==> src/rtl/fir_pkg.sv <==
package fir_pkg;

    localparam int DATA_W = 8;
    localparam int MAG_W  = 8;
    localparam int PROD_W = DATA_W + MAG_W;

    typedef struct packed {
        logic             neg;
        logic [MAG_W-1:0] mag;
    } coef_t;

    typedef enum logic {
        ST_IDLE = 1'b0,
        ST_ACC  = 1'b1
    } fir_state_e;

    function automatic int idx_width(input int n);
        return (n > 1) ? $clog2(n) : 1;
    endfunction

endpackage

==> src/rtl/fir_sample_ring.sv <==
module fir_sample_ring
    import fir_pkg::*;
#(
    parameter int N     = 8,
    parameter int IDX_W = idx_width(N)
) (
    input  logic                     clk,
    input  logic                     rst,
    input  logic                     wr_en,
    input  logic signed [DATA_W-1:0] wr_data,
    input  logic                     advance,
    input  logic [IDX_W-1:0]         rd_off,
    output logic signed [DATA_W-1:0] rd_data,
    output logic [IDX_W-1:0]         head
);
    logic signed [DATA_W-1:0] slots [N];
    logic [IDX_W:0]           raw_idx;
    logic [IDX_W-1:0]         rd_idx;

    always_comb begin
        raw_idx = {1'b0, head} + {1'b0, rd_off};
        if (raw_idx >= (IDX_W+1)'(N)) begin
            raw_idx = raw_idx - (IDX_W+1)'(N);
        end
        rd_idx  = raw_idx[IDX_W-1:0];
        rd_data = slots[rd_idx];
    end

    always_ff @(posedge clk) begin
        if (rst) begin
            head <= '0;
        end else if (advance) begin
            head <= (head == IDX_W'(N-1)) ? '0 : head + 1'b1;
        end
    end

    for (genvar g = 0; g < N; g++) begin : g_slot
        always_ff @(posedge clk) begin
            if (rst) begin
                slots[g] <= '0;
            end else if (wr_en && head == IDX_W'(g)) begin
                slots[g] <= wr_data;
            end
        end
    end

endmodule

==> src/rtl/fir_coef_bank.sv <==
module fir_coef_bank
    import fir_pkg::*;
#(
    parameter int N     = 8,
    parameter int IDX_W = idx_width(N)
) (
    input  logic             clk,
    input  logic             rst,
    input  logic             we,
    input  logic [IDX_W-1:0] wr_idx,
    input  coef_t            wr_val,
    input  logic [IDX_W-1:0] rd_idx,
    output coef_t            rd_val
);
    coef_t bank [N];

    for (genvar g = 0; g < N; g++) begin : g_coef
        always_ff @(posedge clk) begin
            if (rst) begin
                bank[g] <= '0;
            end else if (we && wr_idx == IDX_W'(g)) begin
                bank[g] <= wr_val;
            end
        end
    end

    assign rd_val = bank[rd_idx];

endmodule

==> src/rtl/fir_shift_add_mult.sv <==
module fir_shift_add_mult
    import fir_pkg::*;
(
    input  logic signed [DATA_W-1:0] sample,
    input  logic [MAG_W-1:0]         mag,
    output logic signed [PROD_W-1:0] product
);
    logic signed [PROD_W-1:0] ext;
    logic signed [PROD_W-1:0] terms [MAG_W];

    assign ext = PROD_W'(sample);

    for (genvar b = 0; b < MAG_W; b++) begin : g_term
        assign terms[b] = mag[b] ? (ext <<< b) : '0;
    end

    always_comb begin
        product = '0;
        for (int b = 0; b < MAG_W; b++) begin
            product = product + terms[b];
        end
    end

endmodule

==> src/rtl/fir_shift_add_top.sv <==
module fir_shift_add_top
    import fir_pkg::*;
#(
    parameter int N     = 8,
    parameter int IDX_W = idx_width(N),
    parameter int ACC_W = PROD_W + $clog2(N)
) (
    input  logic                    clk,
    input  logic                    rst,
    input  logic                    in_valid,
    input  logic [DATA_W-1:0]       in_sample,
    input  logic                    coef_we,
    input  logic [IDX_W-1:0]        coef_idx,
    input  logic [MAG_W:0]          coef_val,
    output logic                    busy,
    output logic                    out_valid,
    output logic [ACC_W-1:0]        out_data
);
    fir_state_e               state;
    logic [IDX_W-1:0]         tap;
    logic signed [ACC_W-1:0]  acc;
    logic signed [ACC_W-1:0]  acc_next;
    logic                     idle;
    logic                     last_tap;
    logic                     take;
    logic signed [DATA_W-1:0] tap_sample;
    coef_t                    tap_coef;
    logic signed [PROD_W-1:0] tap_prod;
    logic [IDX_W-1:0]         head;

    assign idle     = (state == ST_IDLE);
    assign busy     = !idle;
    assign take     = idle && in_valid;
    assign last_tap = (state == ST_ACC) && (tap == IDX_W'(N-1));

    fir_sample_ring #(.N(N), .IDX_W(IDX_W)) u_ring (
        .clk     (clk),
        .rst     (rst),
        .wr_en   (take),
        .wr_data (in_sample),
        .advance (last_tap),
        .rd_off  (tap),
        .rd_data (tap_sample),
        .head    (head)
    );

    fir_coef_bank #(.N(N), .IDX_W(IDX_W)) u_coef (
        .clk    (clk),
        .rst    (rst),
        .we     (coef_we && idle),
        .wr_idx (coef_idx),
        .wr_val (coef_t'(coef_val)),
        .rd_idx (tap),
        .rd_val (tap_coef)
    );

    fir_shift_add_mult u_mult (
        .sample  (tap_sample),
        .mag     (tap_coef.mag),
        .product (tap_prod)
    );

    always_comb begin
        if (tap_coef.neg) begin
            acc_next = acc - ACC_W'(tap_prod);
        end else begin
            acc_next = acc + ACC_W'(tap_prod);
        end
    end

    always_ff @(posedge clk) begin
        if (rst) begin
            state     <= ST_IDLE;
            tap       <= '0;
            acc       <= '0;
            out_valid <= 1'b0;
            out_data  <= '0;
        end else begin
            out_valid <= 1'b0;
            case (state)
                ST_IDLE: begin
                    if (in_valid) begin
                        state <= ST_ACC;
                        tap   <= '0;
                        acc   <= '0;
                    end
                end
                ST_ACC: begin
                    acc <= acc_next;
                    if (last_tap) begin
                        out_data  <= acc_next;
                        out_valid <= 1'b1;
                        state     <= ST_IDLE;
                    end else begin
                        tap <= tap + 1'b1;
                    end
                end
                default: state <= ST_IDLE;
            endcase
        end
    end

endmodule

==> config.mk <==
export PLATFORM = sky130hd
export DESIGN_NAME = fir_shift_add_top
export DESIGN_NICKNAME = d
export VERILOG_FILES = /design/src/rtl/fir_pkg.sv /design/src/rtl/fir_sample_ring.sv /design/src/rtl/fir_coef_bank.sv /design/src/rtl/fir_shift_add_mult.sv /design/src/rtl/fir_shift_add_top.sv
export SDC_FILE = /design/constraint.sdc
export NUM_CORES = 1
export LEC_CHECK = 0
export ABC_AREA = 1
export ABC_CLOCK_PERIOD_IN_PS = 7700
export BUFFER_PORTS_ARGS = -buffer_cell sky130_fd_sc_hd__buf_4
export CORE_MARGIN = 10
export CORE_UTILIZATION = 55
export DETAILED_ROUTE_END_ITERATION = 8
export PLACE_DENSITY = 0.75
export SLEW_MARGIN = 10
export SYNTH_ARGS = -nofsm -noshare
export SYNTH_HDL_FRONTEND = slang
export SYNTH_SLANG_ARGS = --single-unit
==> constraint.sdc <==
create_clock -name clk -period 7.7 [get_ports clk]
set_clock_uncertainty 0.2 [all_clocks]
set_input_delay 0.385 -clock clk [delete_from_list [all_inputs] [get_ports clk]]
set_output_delay 0.385 -clock clk [all_outputs]
set_load 0.03 [all_outputs]
==> results.json, run 1 <==
{
  "max_slew_vio_count": 0,
  "cts_hold_buf": 0,
  "nFillCells": 1635,
  "reported_leakage_power_nw": 6.41,
  "die_w_um": 167,
  "layout.cells.non_filler": 1782,
  "wl_per_cell_um": 16.9,
  "tightest_slew_ps": 1030,
  "hold_viol": 0,
  "fp.coreArea_mm2": 0.0211,
  "setup_viols_final": 0,
  "critical_path.startpoint_type": "flip-flop",
  "grt_remaining_overflow": 0,
  "regToRegSetupSlack_ps": 150,
  "dp_hpwl_mm": 20.5,
  "worstPathArrival_ps": 7700,
  "drc_marker_count_from_the_first_detailed_route_iteration": 966,
  "netlist_top_cells_area": "edfxtp_1 35%, fa_1 10%, nand2_1 8.7%, dfxtp_1 8.3%, nor2_1 7.7%",
  "synth_warnings": 0,
  "via_count": 9838,
  "synth_top_area_share_pct": 34.6,
  "clock_buffer_depth": 2,
  "remaining_antenna_violation_count_after_routing": 0,
  "ioPinCount": 45,
  "dieHeight_um": 167,
  "pre_cts_ws_ps": -129,
  "synthDistinctLibCells": 46,
  "start_util_pct": 56.0,
  "cts_buffers": 17,
  "crit_path_top_delay_cell": "fa_1",
  "final.period_utilization_pct": 98.1,
  "clock_tree_from_tritoncts": "yes",
  "power_density_mw_per_mm2": 371,
  "worst_path_largest_cell_delay_ps": 560,
  "max_cap_violations": 0,
  "grt_usage_pct": 20.6,
  "drcViolationCount": 0,
  "ys.flop_type": "edfxtp_1",
  "clock_sink_count": 185,
  "worstPathMaxFanout": 7,
  "route.final.wire_length_mm": 30.1,
  "min_path_type": "in2reg",
  "worstPathRequired_ps": 7840,
  "place_inst": 1735,
  "synth.largest_area_cell": "edfxtp_1",
  "timing.setup.tns_ps": 0,
  "gp_congestion": 0.972,
  "max_clock_freq_ghz": 0.132,
  "synth_enable_flop_cells": 136,
  "fin_nets": 1624,
  "synth_seq_area_share_pct": 42.9,
  "total_number_of_h_tree_levels": 4,
  "place.port_buffers": 44,
  "drive_above_1_share_pct": 21.6,
  "yosys_register_bits": 185,
  "antenna_cells_inserted": 0,
  "critPathMostFrequentCell": "nand2_1",
  "path_clk_slew_ps": 80,
  "synth-async-reset-ratio_pct": 0,
  "timing.critical_path.to_type": "flip-flop",
  "clk_latency_ps": 450,
  "final_period_minus_worst_setup_slack_ps": 7550,
  "via_count_of_the_first_global_routing_pass": 9627,
  "root_buffer": "clkbuf_16",
  "synth_area_per_cell_um2": 8.55,
  "grt_start_max_net_pins": 49,
  "finalPower_mw": 5.28,
  "ir_worst_vdd_mv": 0.342,
  "antenna_found_initial": 0,
  "area_growth_pct": 20.3,
  "max-slew-margin-rel_pct": 30.7,
  "global_route_wire_length_before_repair_mm": 47.3,
  "grt_setup_unrepaired": "yes",
  "critPathKind": "reg2reg",
  "syn_inst": 1382,
  "postLayoutSetupSlackWorst_ps": 146,
  "floorplan.rows": 53,
  "detail_route.vias_per_cell": 5.52,
  "synthesis.nets": 1512,
  "outcome": "finished, final reports clean",
  "die_area_mm2": 0.0277,
  "mappedNetlistArea_mm2": 0.0118,
  "firstDrtPassIters": 6
}
[critical path: cells and delay by family, from the launching register on]
kind                       cells  cell delay, ps
AOI/OAI and AO/OA              7             940
DFF                            1             360
and+or+nand+nor               17            1470
buffers and inverters         10             820
adders and majority gates      8            3140
xor gates and xnor gates       2             500
[through the flow]
| stage | util, % | hold WS, ps | cell area [um^2] |
|---|---|---|---|
| after CTS | 63.9 | 152 | 13500 |
| after detailed placement | 61.1 | 263 | 12900 |
| after global routing | 67.4 | 184 | 14200 |
| final | 67.4 | 164 | 14200 |
| after global placement | 61.1 | 252 | 12900 |
| after floorplan | - | 245 | 11800 |
[final timing paths]
check         startpoint           endpoint  depth (start not counted)
min          coef_val[1]  u_coef.bank[1][1]                          3
max               tap[0]       out_data[18]                         44
min reg2reg      acc[13]            acc[13]                          2
max reg2reg       tap[0]       out_data[18]                         44
[cells in the final DEF, fill, tap and decap left out, drive strengths merged, types with 2 or more instances in the layout]
cell	instances
edfxtp	136
o211ai	8
nor2	253
mux2	12
fa	59
clkbuf	19
nand3b	3
o21a	2
a21oi	81
a32o	8
nand3	73
clkinv	5
xnor2	8
nand2	282
o21ai	61
a21o	6
dfxtp	49
a211oi	2
inv	198
xor2	21
a32oi	3
o31ai	4
buf	132
nor3	4
ha	47
or2	8
nand4	13
a31oi	4
[final cells by class]
cell class	count	area [um^2]	share of cell area, %
Timing Repair Buffer	132	1040	7.34
Inverter	191	724	5.10
Sequential cell	185	5070	35.7
Clock buffer	19	433	3.05
Clock inverter	13	150	1.06
Multi-Input combinational cell	967	6450	45.4
Tap cell	275	344	2.42
[synth_stat cells, types with 6 or more instances]
| cell | count |
|---|---|
| xnor2_1 | 8 |
| buf_2 | 11 |
| fa_1 | 59 |
| or2_2 | 7 |
| nand2_1 | 275 |
| dfxtp_1 | 49 |
| a32o_1 | 8 |
| inv_1 | 181 |
| ha_1 | 47 |
| nor2_1 | 242 |
| inv_2 | 10 |
| mux2_2 | 12 |
| a21o_1 | 6 |
| clkbuf_1 | 22 |
| nand2_2 | 6 |
| nand3_1 | 72 |
| nor2_2 | 9 |
| o211ai_1 | 8 |
| edfxtp_1 | 136 |
| xor2_1 | 18 |
| nand4_1 | 13 |
| a21oi_1 | 80 |
| o21ai_0 | 57 |
[power by group]
part           switching, mW  internal (mW)  leakage, nW
combinational           1.86           1.39         4.32
sequential            0.0298           1.13         1.81
clock                  0.437          0.437        0.280
[logic make-up after synthesis]
| logic type | after synthesis | synth area share, % |
|---|---|---|
| DFF | 185 | 42.9 |
| buffers and inverters | 230 | 7.52 |
| adders and majority gates | 106 | 15.0 |
| xor gates and xnor gates | 29 | 2.34 |
| and+or+nand+nor | 638 | 22.3 |
| muxes | 12 | 1.14 |
| AOI/OAI and AO/OA | 182 | 8.80 |
[state kept, by name (all words and copies together) (netlist names), named ones only]
register and cells:
busy 1, u_ring.head 3, tap 3, out_data 19
u_ring.slots 64, out_valid 1, u_coef.bank 72, acc 19
[timing repair]
item / in CTS / in global routing
resized for setup: 3 / 144
setup endpoints to repair: 6 / 18
pin swaps: 0 / 83
setup buffers: 1 / 15
[layer usage]
layer  vias up  GRT usage (%)  routed length [um]
met1      4685           26.2               12600
met5         -              0                   0
met4         0           5.88                 611
li1       4718              -                   -
met2       379           35.2               14900
met3        56           3.41                1970
(Power assumes the default switching activity.)
==> run 2, diff against run 1 <==
--- a/config.mk
+++ b/config.mk
@@ -6,12 +6,12 @@
 export NUM_CORES = 1
 export LEC_CHECK = 0
 export ABC_AREA = 1
-export ABC_CLOCK_PERIOD_IN_PS = 7700
+export ABC_CLOCK_PERIOD_IN_PS = 9100
 export BUFFER_PORTS_ARGS = -buffer_cell sky130_fd_sc_hd__buf_4
 export CORE_MARGIN = 10
 export CORE_UTILIZATION = 55
 export DETAILED_ROUTE_END_ITERATION = 8
-export PLACE_DENSITY = 0.75
+export PLACE_DENSITY = 0.72
 export SLEW_MARGIN = 10
 export SYNTH_ARGS = -nofsm -noshare
 export SYNTH_HDL_FRONTEND = slang
==> constraint.sdc (replaced) <==
create_clock -name clk -period 9.1 [get_ports clk]
set_clock_uncertainty 0.2 [all_clocks]
set_input_delay 0.455 -clock clk [delete_from_list [all_inputs] [get_ports clk]]
set_output_delay 0.455 -clock clk [all_outputs]
set_load 0.03 [all_outputs]
==> run 2 against run 1 <==
Net effect: final area is 8.5% lower; sequential power decreased by 16%; non-clock buffer count shrank 79; critical path depth down 1; largest cell class unchanged; clock power fell by 11%; register-to-register slack better by 550 ps.
==> results.json, run 2 (synthesis gave the netlist of run 1 again) <==
{
  "outcome": "finished, final reports clean",
  "worstPathRequired_ps": 9240,
  "wl_per_cell_um": 16.1,
  "grt_remaining_overflow": 0,
  "power_density_mw_per_mm2": 278,
  "layout.cells.non_filler": 1702,
  "floorplan.rows": 53,
  "via_count_of_the_first_global_routing_pass": 9168,
  "fp.coreArea_mm2": 0.0211,
  "die_area_mm2": 0.0277,
  "critPathMostFrequentCell": "inv_1",
  "drive_above_1_share_pct": 9.67,
  "final_area_mm2": 0.0130,
  "worst_path_largest_cell_delay_ps": 560,
  "antenna_found_initial": 0,
  "timing.critical_path.to_type": "flip-flop",
  "critPathKind": "reg2reg",
  "max-slew-margin-rel_pct": 32.0,
  "max_cap_violations": 0,
  "drcViolationCount": 0,
  "power_switching_mw": 1.59,
  "die_w_um": 167,
  "remaining_antenna_violation_count_after_routing": 0,
  "hold_slack_ps": 233,
  "setup_viols_final": 0,
  "via_count": 9187,
  "layout_common_cells": "275 x nand2_1, 242 x nor2_1, 181 x inv_1, 136 x edfxtp_1, 80 x a21oi_1",
  "area_growth_pct": 10.1,
  "root_buffer": "clkbuf_16",
  "ioPinCount": 45,
  "detail_route.vias_per_cell": 5.40,
  "grt_setup_unrepaired": "no",
  "total_number_of_h_tree_levels": 4,
  "route.final.wire_length_mm": 27.5,
  "antenna_cells_inserted": 0,
  "crit_path_top_delay_cell": "fa_1",
  "critical_path.startpoint_type": "flip-flop",
  "hold_viol": 0,
  "largestRegisters": "u_coef.bank (72), u_ring.slots (64)",
  "grt_start_max_net_pins": 49,
  "min_path_type": "in2reg",
  "tightest_slew_ps": 1010,
  "timing.setup.tns_ps": 0,
  "final_period_minus_worst_setup_slack_ps": 8410,
  "dp_hpwl_mm": 19.9,
  "drc_marker_count_from_the_first_detailed_route_iteration": 777,
  "fin_nets": 1545,
  "max_slew_vio_count": 0,
  "clk_latency_ps": 440,
  "start_util_pct": 56.0,
  "firstDrtPassIters": 5,
  "ir_worst_vdd_mv": 0.194,
  "dieHeight_um": 167,
  "top_register": "u_coef.bank",
  "clkPwrFrac_pct": 21.4,
  "worstPathArrival_ps": 8550,
  "detailed_place.area_mm2": 0.0124,
  "gp_congestion": 0.913,
  "clock_buffer_depth": 2,
  "power.sequential.fraction_pct": 26.9,
  "logic_pwr_share_pct": 51.7,
  "final_core_util_pct": 61.7,
  "clock_sink_count": 185,
  "final.period_utilization_pct": 92.4,
  "cts_buffers": 17,
  "largest_reg_flops": 72,
  "worstPathMaxFanout": 12,
  "p_int_mw": 2.03,
  "power_switching_share_pct": 43.9,
  "layout_commonest_cell": "nand2_1",
  "global_route_wire_length_before_repair_mm": 45.3,
  "grt_usage_pct": 19.7,
  "place_inst": 1668,
  "clock_tree_from_tritoncts": "yes",
  "place.port_buffers": 44,
  "path_clk_slew_ps": 80,
  "reported_leakage_power_nw": 5.94,
  "max_clock_freq_ghz": 0.119
}
run 2: changes by cell type in the layout (fill, tap and decap cells not counted), moves of 9 or more:
cell	delta
nor2_2	-17
nand2_2	-17
nand3_2	-10
ha_4	-12
inv_1	+9
nor2_1	+23
a21oi_2	-10
a21oi_1	+13
buf_4	-72
ha_1	+12
nand2_1	+21
nand3_1	+12
run 2: per-stage QoR:
stage | setup WS, ps | power, mW
2_1_floorplan | 1450 | 2.44
3_3_place_gp | 845 | 2.81
3_5_place_dp | 493 | 2.83
4_1_cts | 483 | 3.62
5_1_grt | 110 | 3.92
6_report | 692 | 3.62
run 2: metal layers:
layer / GRT usage [%] / part of all wire [%] / up-vias
met3: 2.97 / 4.6 / 41
met1: 25.6 / 45 / 4348
met2: 33.7 / 49 / 245
met5: 0 / 0 / -
li1: - / - / 4553
met4: 5.00 / 1.8 / 0
run 2: area by class of cell:
class,count,area (um^2)
clock inverters,13,178
repair buffers,53,398
clock buffers,18,429
inverters,191,717
well taps,275,344
flip-flops and latches,185,5060
fillers,1851,8080
multi-input cells,967,5880
run 2: final timing paths:
| path | end | startpoint | slack [ps] | cells past startpoint |
|---|---|---|---|---|
| min | u_coef.bank[1][1] | coef_val[1] | 230 | 3 |
| max | out_data[18] | u_ring.head[0] | 690 | 43 |
| min reg2reg | acc[0] | acc[0] | 270 | 2 |
| max reg2reg | out_data[18] | u_ring.head[0] | 690 | 43 |
run 2: power groups by stage:
stage	registers [mW]	logic (mW)	clock network [mW]
6_report	0.975	1.87	0.776
5_1_grt	0.980	2.13	0.813
4_1_cts	0.975	1.86	0.782
3_5_place_dp	0.994	1.83	0
3_3_place_gp	0.993	1.82	0
2_1_floorplan	0.988	1.45	0
run 2: repair_timing:
item,in CTS,in global routing
hold buffers,0,0
setup endpoints to repair,0,6
setup buffers,0,3
gates resized for setup,0,2
run 2: worst max-delay path, delay by kind of cell, from the launching register on:
kind / cells / cell delay, ps
flops: 1 / 390
fa+ha+maj: 8 / 3390
compound gates: 3 / 500
buf+inv: 10 / 660
xor+xnor: 3 / 710
simple gates: 19 / 2470
